**config.mk**
```make
export PLATFORM = sky130hd
export DESIGN_NAME = wdt_top
export DESIGN_NICKNAME = d
export VERILOG_FILES = /design/src/rtl/wdt_pkg.sv /design/src/rtl/wdt_ctrl_reg.sv /design/src/rtl/wdt_period_dec.sv /design/src/rtl/wdt_counter.sv /design/src/rtl/wdt_top.sv
export SDC_FILE = /design/constraint.sdc
export NUM_CORES = 1
export LEC_CHECK = 0
export BUFFER_PORTS_ARGS = -buffer_cell sky130_fd_sc_hd__buf_2
export CAP_MARGIN = 20
export CORE_ASPECT_RATIO = 1.5
export CORE_MARGIN = 8
export CORE_UTILIZATION = 41
export CTS_BUF_LIST = sky130_fd_sc_hd__clkbuf_8 sky130_fd_sc_hd__clkbuf_16
export CTS_CLUSTER_DIAMETER = 80
export CTS_CLUSTER_SIZE = 28
export DETAILED_ROUTE_END_ITERATION = 10
export PLACE_DENSITY = 0.65
export SYNTH_ARGS = -nofsm -noshare
export SYNTH_HDL_FRONTEND = slang
export SYNTH_SLANG_ARGS = --single-unit
export TNS_END_PERCENT = 1
```
**constraint.sdc**
```tcl
create_clock -name clk -period 3.7 [get_ports clk]
set_input_delay 0.925 -clock clk [delete_from_list [all_inputs] [get_ports clk]]
set_output_delay 0.925 -clock clk [all_outputs]
set_load 0.1 [all_outputs]
```
**src/rtl/wdt_pkg.sv**
```systemverilog
// Package wdt_pkg: shared constants for the watchdog timer.
// Assumes period codes map to powers of two starting at 2^WDT_MIN_LOG2.
package wdt_pkg;
    localparam int WDT_CTRL_W   = 8;   // control register width
    localparam int WDT_CODE_W   = 4;   // period code width
    localparam int WDT_MIN_LOG2 = 5;   // log2 of the shortest period
    localparam int WDT_MAX_CODE = 11;  // largest non-reserved code
    localparam int WDT_RST_CODE = 4;   // period code after reset
    localparam int WDT_CNT_W    = WDT_MIN_LOG2 + WDT_MAX_CODE + 1;
endpackage

```
**src/rtl/wdt_ctrl_reg.sv**
```systemverilog
// Module wdt_ctrl_reg: holds the period code and the software enable bit.
// Returns both on the read port, with the unused upper bits forced to zero.
// Assumes one write port. Write data is taken in full on the edge where wr_en is high.
module wdt_ctrl_reg #(
    parameter int CTRL_W   = 8,
    parameter int CODE_W   = 4,
    parameter int RST_CODE = 4
) (
    input  logic              clk,
    input  logic              rst_n,
    input  logic              wr_en,
    input  logic [CTRL_W-1:0] wr_data,
    output logic [CODE_W-1:0] code,
    output logic              sw_en,
    output logic [CTRL_W-1:0] rd_data
);
    localparam int PAD_W = CTRL_W - CODE_W - 1;

    logic [PAD_W-1:0] unused_pad;
    assign unused_pad = wr_data[CTRL_W-1:CODE_W+1];

    // Store the code and enable fields on a write; reset to the default period, off.
    always_ff @(posedge clk) begin
        if (!rst_n) begin
            code  <= CODE_W'(RST_CODE);
            sw_en <= 1'b0;
        end else if (wr_en) begin
            code  <= wr_data[CODE_W:1];
            sw_en <= wr_data[0];
        end
    end

    // Build the read value from the stored fields and zero padding.
    always_comb begin
        rd_data = {{PAD_W{1'b0}}, code, sw_en};
    end
endmodule

```
**src/rtl/wdt_period_dec.sv**
```systemverilog
// Module wdt_period_dec: turns a period code into the tick count that ends a period.
// Codes above MAX_CODE are clamped to MAX_CODE. Assumes CNT_W can hold 2^(MAX_CODE+MIN_LOG2).
module wdt_period_dec #(
    parameter int CODE_W   = 4,
    parameter int MIN_LOG2 = 5,
    parameter int MAX_CODE = 11,
    parameter int CNT_W    = 17
) (
    input  logic [CODE_W-1:0] code,
    output logic [CNT_W-1:0]  limit
);
    logic [CODE_W-1:0] eff_code;
    int                shamt;

    // Clamp reserved codes, then form the power-of-two limit.
    always_comb begin
        eff_code = (code > CODE_W'(MAX_CODE)) ? CODE_W'(MAX_CODE) : code;
        shamt    = int'(eff_code) + MIN_LOG2;
        limit    = CNT_W'(1) << shamt;
    end
endmodule

```
**src/rtl/wdt_counter.sv**
```systemverilog
// Module wdt_counter: tick counter that produces a one-cycle timeout pulse.
// Held at zero while not running or while restart is high; restart wins over a terminal tick.
// Assumes limit >= 2 and that limit stays constant between restarts.
module wdt_counter #(
    parameter int CNT_W = 17
) (
    input  logic             clk,
    input  logic             rst_n,
    input  logic             tick,
    input  logic             run,
    input  logic             restart,
    input  logic [CNT_W-1:0] limit,
    output logic [CNT_W-1:0] cnt,
    output logic             bite
);
    logic at_end;

    // Detect the tick that completes the period.
    always_comb begin
        at_end = (cnt == (limit - CNT_W'(1)));
    end

    // Advance on ticks, clear on restart or when idle, pulse at the end of a period.
    always_ff @(posedge clk) begin
        if (!rst_n) begin
            cnt  <= '0;
            bite <= 1'b0;
        end else begin
            bite <= 1'b0;
            if (!run || restart) begin
                cnt <= '0;
            end else if (tick) begin
                if (at_end) begin
                    cnt  <= '0;
                    bite <= 1'b1;
                end else begin
                    cnt <= cnt + CNT_W'(1);
                end
            end
        end
    end
endmodule

```
**src/rtl/wdt_top.sv**
```systemverilog
// Module wdt_top: watchdog timer with a programmable power-of-two period.
// The watchdog runs when force_on is high or when the software enable bit is set.
// A kick or any register write restarts the count. Assumes all inputs are synchronous to clk.
module wdt_top
    import wdt_pkg::*;
#(
    parameter int CTRL_W   = WDT_CTRL_W,
    parameter int CODE_W   = WDT_CODE_W,
    parameter int MIN_LOG2 = WDT_MIN_LOG2,
    parameter int MAX_CODE = WDT_MAX_CODE,
    parameter int RST_CODE = WDT_RST_CODE
) (
    input  logic              clk,
    input  logic              rst_n,
    input  logic              tick,
    input  logic              wr_en,
    input  logic [CTRL_W-1:0] wr_data,
    output logic [CTRL_W-1:0] rd_data,
    input  logic              kick,
    input  logic              force_on,
    output logic              bite
);
    localparam int CNT_W = MIN_LOG2 + MAX_CODE + 1;

    logic [CODE_W-1:0] code_q;
    logic              sw_en_q;
    logic [CNT_W-1:0]  limit_w;
    logic [CNT_W-1:0]  cnt_q;
    logic              run_w;
    logic              restart_w;

    // Combine the enable sources and the restart sources.
    always_comb begin
        run_w     = force_on | sw_en_q;
        restart_w = kick | wr_en;
    end

    wdt_ctrl_reg #(
        .CTRL_W  (CTRL_W),
        .CODE_W  (CODE_W),
        .RST_CODE(RST_CODE)
    ) u_reg (
        .clk    (clk),
        .rst_n  (rst_n),
        .wr_en  (wr_en),
        .wr_data(wr_data),
        .code   (code_q),
        .sw_en  (sw_en_q),
        .rd_data(rd_data)
    );

    wdt_period_dec #(
        .CODE_W  (CODE_W),
        .MIN_LOG2(MIN_LOG2),
        .MAX_CODE(MAX_CODE),
        .CNT_W   (CNT_W)
    ) u_dec (
        .code (code_q),
        .limit(limit_w)
    );

    wdt_counter #(
        .CNT_W(CNT_W)
    ) u_cnt (
        .clk    (clk),
        .rst_n  (rst_n),
        .tick   (tick),
        .run    (run_w),
        .restart(restart_w),
        .limit  (limit_w),
        .cnt    (cnt_q),
        .bite   (bite)
    );
endmodule

```
Word level (Yosys, flattened, before mapping) --
Cells that the tools add are included.
Cells by class: add/subtract/negate cells 3, $lt $le $gt $ge 1, equality and inequality tests 1, shift-type cells 1, multiplexer cells 3, bitwise logic cells 4, reductions and logical operators 4
Operators by type and width (count):
- $shl A1 B32 Y17 const A | 1
- $add A17 B1 Y17 const B | 1
- $eq A17 B17 Y1 | 1
- $mux W17 | 1
- $sub A17 B1 Y17 const B | 1
- $add A4 B3 Y5 const B | 1
- $gt A4 B4 Y1 const B | 1
- $mux W4 | 1
- $reduce_or A3 Y1 | 1
- $not A1 Y1 | 2
- $or A1 B1 Y1 | 2
- $reduce_or A2 Y1 | 1
- $logic_not A1 Y1 | 1
- $logic_or A1 B1 Y1 | 1
- $mux W1 | 1
Word-level totals: register bits 23, bits of input ports 14, output and inout port bits 9, word-level logic and storage cells 21

Longest topological paths before layout --
word-level depth 7, gate-level depth with buffers 9, depth with buffers taken out 7

Hierarchy --
Synthesis repeated with hierarchy kept, for this count alone.
Second synthesis, totals: cell total of the unflattened synthesis 234, area total of the unflattened synthesis 1981.9 µm²
Modules (own cells, without submodules):
- wdt_counter | times used 1, cells an instance 183, area an instance 1564.0 µm², seq. area each 360.3 µm²
- wdt_ctrl_reg | times used 1, cells an instance 25, area an instance 254.0 µm², seq. area each 100.1 µm²
- wdt_period_dec | times used 1, cells an instance 24, area an instance 151.4 µm², seq. area each 0.0 µm²
- wdt_top | times used 1, cells an instance 2, area an instance 12.5 µm², seq. area each 0.0 µm²

Worst setup path before layout --
OpenSTA, ideal clock, no wires.
kind register to register, start register u_reg.code[0], end register u_cnt.cnt[14], library setup time 115 ps, arrival time 2477 ps, required time 3585 ps, slack 1107 ps, cell stages (with the launch flop) 9, path buffers 2, clock period less this slack 2593 ps, cell sequence dfxtp_1 buf_6 nor3_2 and3_1 nor4_4 nand4_2 o31ai_4 buf_6 nor2_2
Between the ends: cells in the longest elaborated chain, start to end 7
Ends and longest elaborated chain:
- from (decl) | RTL line wdt_ctrl_reg.sv:13 | output logic [CODE_W-1:0] code,
- from (signal assigned) | RTL line wdt_ctrl_reg.sv:25 | code <= CODE_W'(RST_CODE);
- from (signal assigned) | RTL line wdt_ctrl_reg.sv:28 | code <= wr_data[CODE_W:1];
- $gt A4 B4 Y1 | RTL line wdt_period_dec.sv:17 | eff_code = (code > CODE_W'(MAX_CODE)) ? CODE_W'(MAX_CODE) : code;
- $mux W4 (*) | RTL line wdt_period_dec.sv:17
- $add A4 B3 Y5 (*) | RTL line wdt_period_dec.sv:18 | shamt = int'(eff_code) + MIN_LOG2;
- $shl A1 B32 Y17 (*) | RTL line wdt_period_dec.sv:19 | limit = CNT_W'(1) << shamt;
- $sub A17 B1 Y17 (*) | RTL line wdt_counter.sv:20 | at_end = (cnt == (limit - CNT_W'(1)));
- $eq A17 B17 Y1 (*) | RTL line wdt_counter.sv:20
- $mux W17 (*) | RTL line wdt_counter.sv:33 | if (at_end) begin
- to (signal assigned) | RTL line wdt_counter.sv:37 | cnt <= cnt + CNT_W'(1);
- to (decl) | RTL line wdt_counter.sv:13 | output logic [CNT_W-1:0] cnt,
Mark *: on every way between the ends. The rest lies on a longest branch, timed or not. A chain may end at the register's enable or synchronous reset.

Worst setup path in the final report --
start register u_reg.code[2], end register u_cnt.cnt[7]
The elaborated chain is that of the path after synthesis.

==> results.cfg <==
[run_status]
status = finished clean

[global_routing]
grt_antenna_before_repair = 0
track_usage_pct = 10.7
first_global_vias = 1149
grt_overflow_total = 0
grt_max_degree = 19
grt_pass1_wl_um = 5270

[timing]
whs_ns = 0.545
maxSlewHeadroom_pct = 46.2
fin_crit_ns = 2.56
rsz0062_at_grt = no
finalSetupTns_ns = 0
hold_viol = 0
setup_ws_ns = 1.14
min_period_over_period_pct = 69.3
fin_skew_ns = 0.00336
setup_viol = 0
slew_viol_final = 0
fmax_mhz = 390
worst_pin_slew_ns = 0.807

[run]
drv_cap = 0

[placed_design]
place_hpwl_um = 2330
place_inst = 223
place_area_um2 = 1580
port_buffers = 16
pre_cts_ws_ns = 1.10
routabilityCongestion = 0.784

[synth]
yosysWarnings = 0
yosysTopAreaCellShare_pct = 29.7
synth_area_leader_cell = dfxtp_1
ys_ff_latch = 23
syn_area_per_cell_um2 = 8.79
ys_seq_area_share_pct = 29.7
synthesis.area_um2 = 1550
synth_edf_count = 0
ys_types = 51
synthArstFlopShare_pct = 0
synth_area_leaders = dfxtp_1 (30%), xor2_1 (7.4%), mux2i_1 (4.5%), nor2_2 (4.4%), buf_6 (3.6%)
synth_ff_type = dfxtp_1
synthCells = 176

[die]
io_pins = 23
dieArea_um2 = 6040
start_util_pct = 42.4
core_um2 = 3650
die-width_um = 66.2
die_h_um = 91.3
rows = 27

[routing]
firstDrtPassIters = 4
viasPerCell = 5.33
routedWlPerCell_um = 13.5
via_count = 1211
ant_nets = 0
first_iter_violations = 40
drt_wl_total_um = 3070
drcViolationCount = 0

[power_and_ir_drop]
clockPowerShare_pct = 30.0
ir_drop_mv = 0.189
static-leakage-power_nw = 0.577
total_power_uw = 502
comb_power_share_pct = 17.4
intPower_uw = 349
swShare_pct = 30.4
p_seq_share_pct = 52.6
p_per_area_nw_per_um2 = 309
p_sw_uw = 153

[layout]
n_antenna_cell = 0
fin_util_pct = 44.5
fin_cells = 227
nets = 201
final_area_um2 = 1620
drive_gt1_share_pct = 22.3
nFillCells = 377
areaGrowthSynthToFinish_pct = 4.85

[clocking]
holdBufCountCts = 0
ctsLongestPathBuffers = 2
cts_num_sinks = 23
post_cts_buffers = 0
clk_latency_ns = 0.26
numCtsBuffers = 3
path_clk_slew_ns = 0.08
htreeDepth = 1
cts_tree = done
cts_resized = 0
clockRootBuffer = clkbuf_8

[setup_path]
cp_slowest_cell = o31ai_4
startpoint = u_reg.code[2]
cp-endpoint = u_cnt.cnt[7]
timing.rr.end = u_cnt.cnt[7]
r2r_cells = 6
required_ns = 3.82
crit_fanout = 15
r2r_start = u_reg.code[2]
critPathBufInv = 0
reg2reg_setup_slack_ns = 1.14
path_depth = 6
path_cells = mux2i_1 > nor4_1 > nor4_4 > nand4_2 > o31ai_4 > nor2_1
crit_family = compound AO/OA/AOI/OAI gates
startpoint_type = flip-flop
cp-end-kind = flip-flop
max_stage_delay_ns = 0.75
worst-setup-path-type = reg -> reg
arrival_ns = 2.69

[min_path]
hp-class = reg -> reg
[worst min path at each step]
stage,startpoint,to,slack [ns],cells past startpoint
final,u_cnt.cnt[1],u_cnt.cnt[1],0.54,2
after global placement,u_reg.sw_en,u_reg.sw_en,0.54,2
after detailed placement,u_cnt.cnt[1],u_cnt.cnt[1],0.54,2
after floorplan,u_cnt.cnt[1],u_cnt.cnt[1],0.49,2
after CTS,u_cnt.cnt[1],u_cnt.cnt[1],0.56,2
after global routing,u_cnt.cnt[16],u_cnt.cnt[16],0.59,2
[power by group through the flow]
| stage | clock network (mW) | logic, mW | registers (mW) |
|---|---|---|---|
| 4_1_cts | 0.155 | 0.0869 | 0.264 |
| 3_3_place_gp | 0 | 0.0864 | 0.270 |
| 2_1_floorplan | 0 | 0.0710 | 0.280 |
| 6_report | 0.151 | 0.0874 | 0.264 |
| 3_5_place_dp | 0 | 0.0868 | 0.270 |
| 5_1_grt | 0.164 | 0.0923 | 0.266 |
[final cells by class]
cell class	instances	area, um^2	area share (%)
clock buffer	3	41.3	2.54
inverter	3	11.3	0.694
timing repair buffer	16	80.1	4.93
sequential	23	460	28.4
multi-input combinational	138	972	59.9
clock inverter	1	3.75	0.231
tap	43	53.8	3.32
[cells in the mapped netlist, types with 2 or more instances]
cell	number
a21oi_1	3
a31oi_1	2
and3_1	3
buf_2	2
buf_4	5
buf_6	5
clkbuf_1	3
conb_1	2
dfxtp_1	23
ha_1	2
inv_1	3
mux2i_1	7
nand2_1	11
nand2b_1	2
nand3_1	10
nand4_1	4
nand4_2	2
nor2_1	15
nor2_2	11
nor2b_1	6
nor3_1	3
nor3_2	2
nor4_1	2
o211ai_1	3
o21ai_1	2
xnor2_1	6
xor2_1	13
[state kept, by name, indices dropped and copies added, names as in the netlist]
signal,flops
u_cnt.cnt,17
u_reg.code,4
u_cnt.bite,1
u_reg.sw_en,1
[worst min-delay path: stages (launching register included)]
cell and delay (ns):
dfxtp_1 0.36, nand2_1 0.08, a21oi_1 0.05
[cells by family (layout without fill, tap and decap cells)]
family          Yosys count  count (layout)  share of synthesized area, %
fa+ha+maj                 2               2                          1.62
simple gates             78              78                          29.3
other cells               2               5                         0.485
mux                       7               7                          4.53
buf+inv                  18              23                          8.16
xor+xnor                 19              19                          10.8
flops                    23              23                          29.7
compound gates           27              27                          15.4
[per-layer routing]
metal	wire length (um)	GRT usage [%]	share of wire, %
met5	0	0	0
met4	48	3.76	1.6
met1	1310	12.6	43
met3	146	2.21	4.8
met2	1560	18.1	51
[cell usage in the layout, fill, tap and decap left out, types with 4 or more instances in the layout]
cell type   n
conb_1      5
xnor2_1     6
nand2_1    11
nand3_1    10
mux2i_1     7
inv_1       4
nor2_2     11
buf_2      16
xor2_1     13
dfxtp_1    23
nor2_1     15
nand4_1     4
nor2b_1     6
Note: power is estimated with default switching activity, not from simulation.
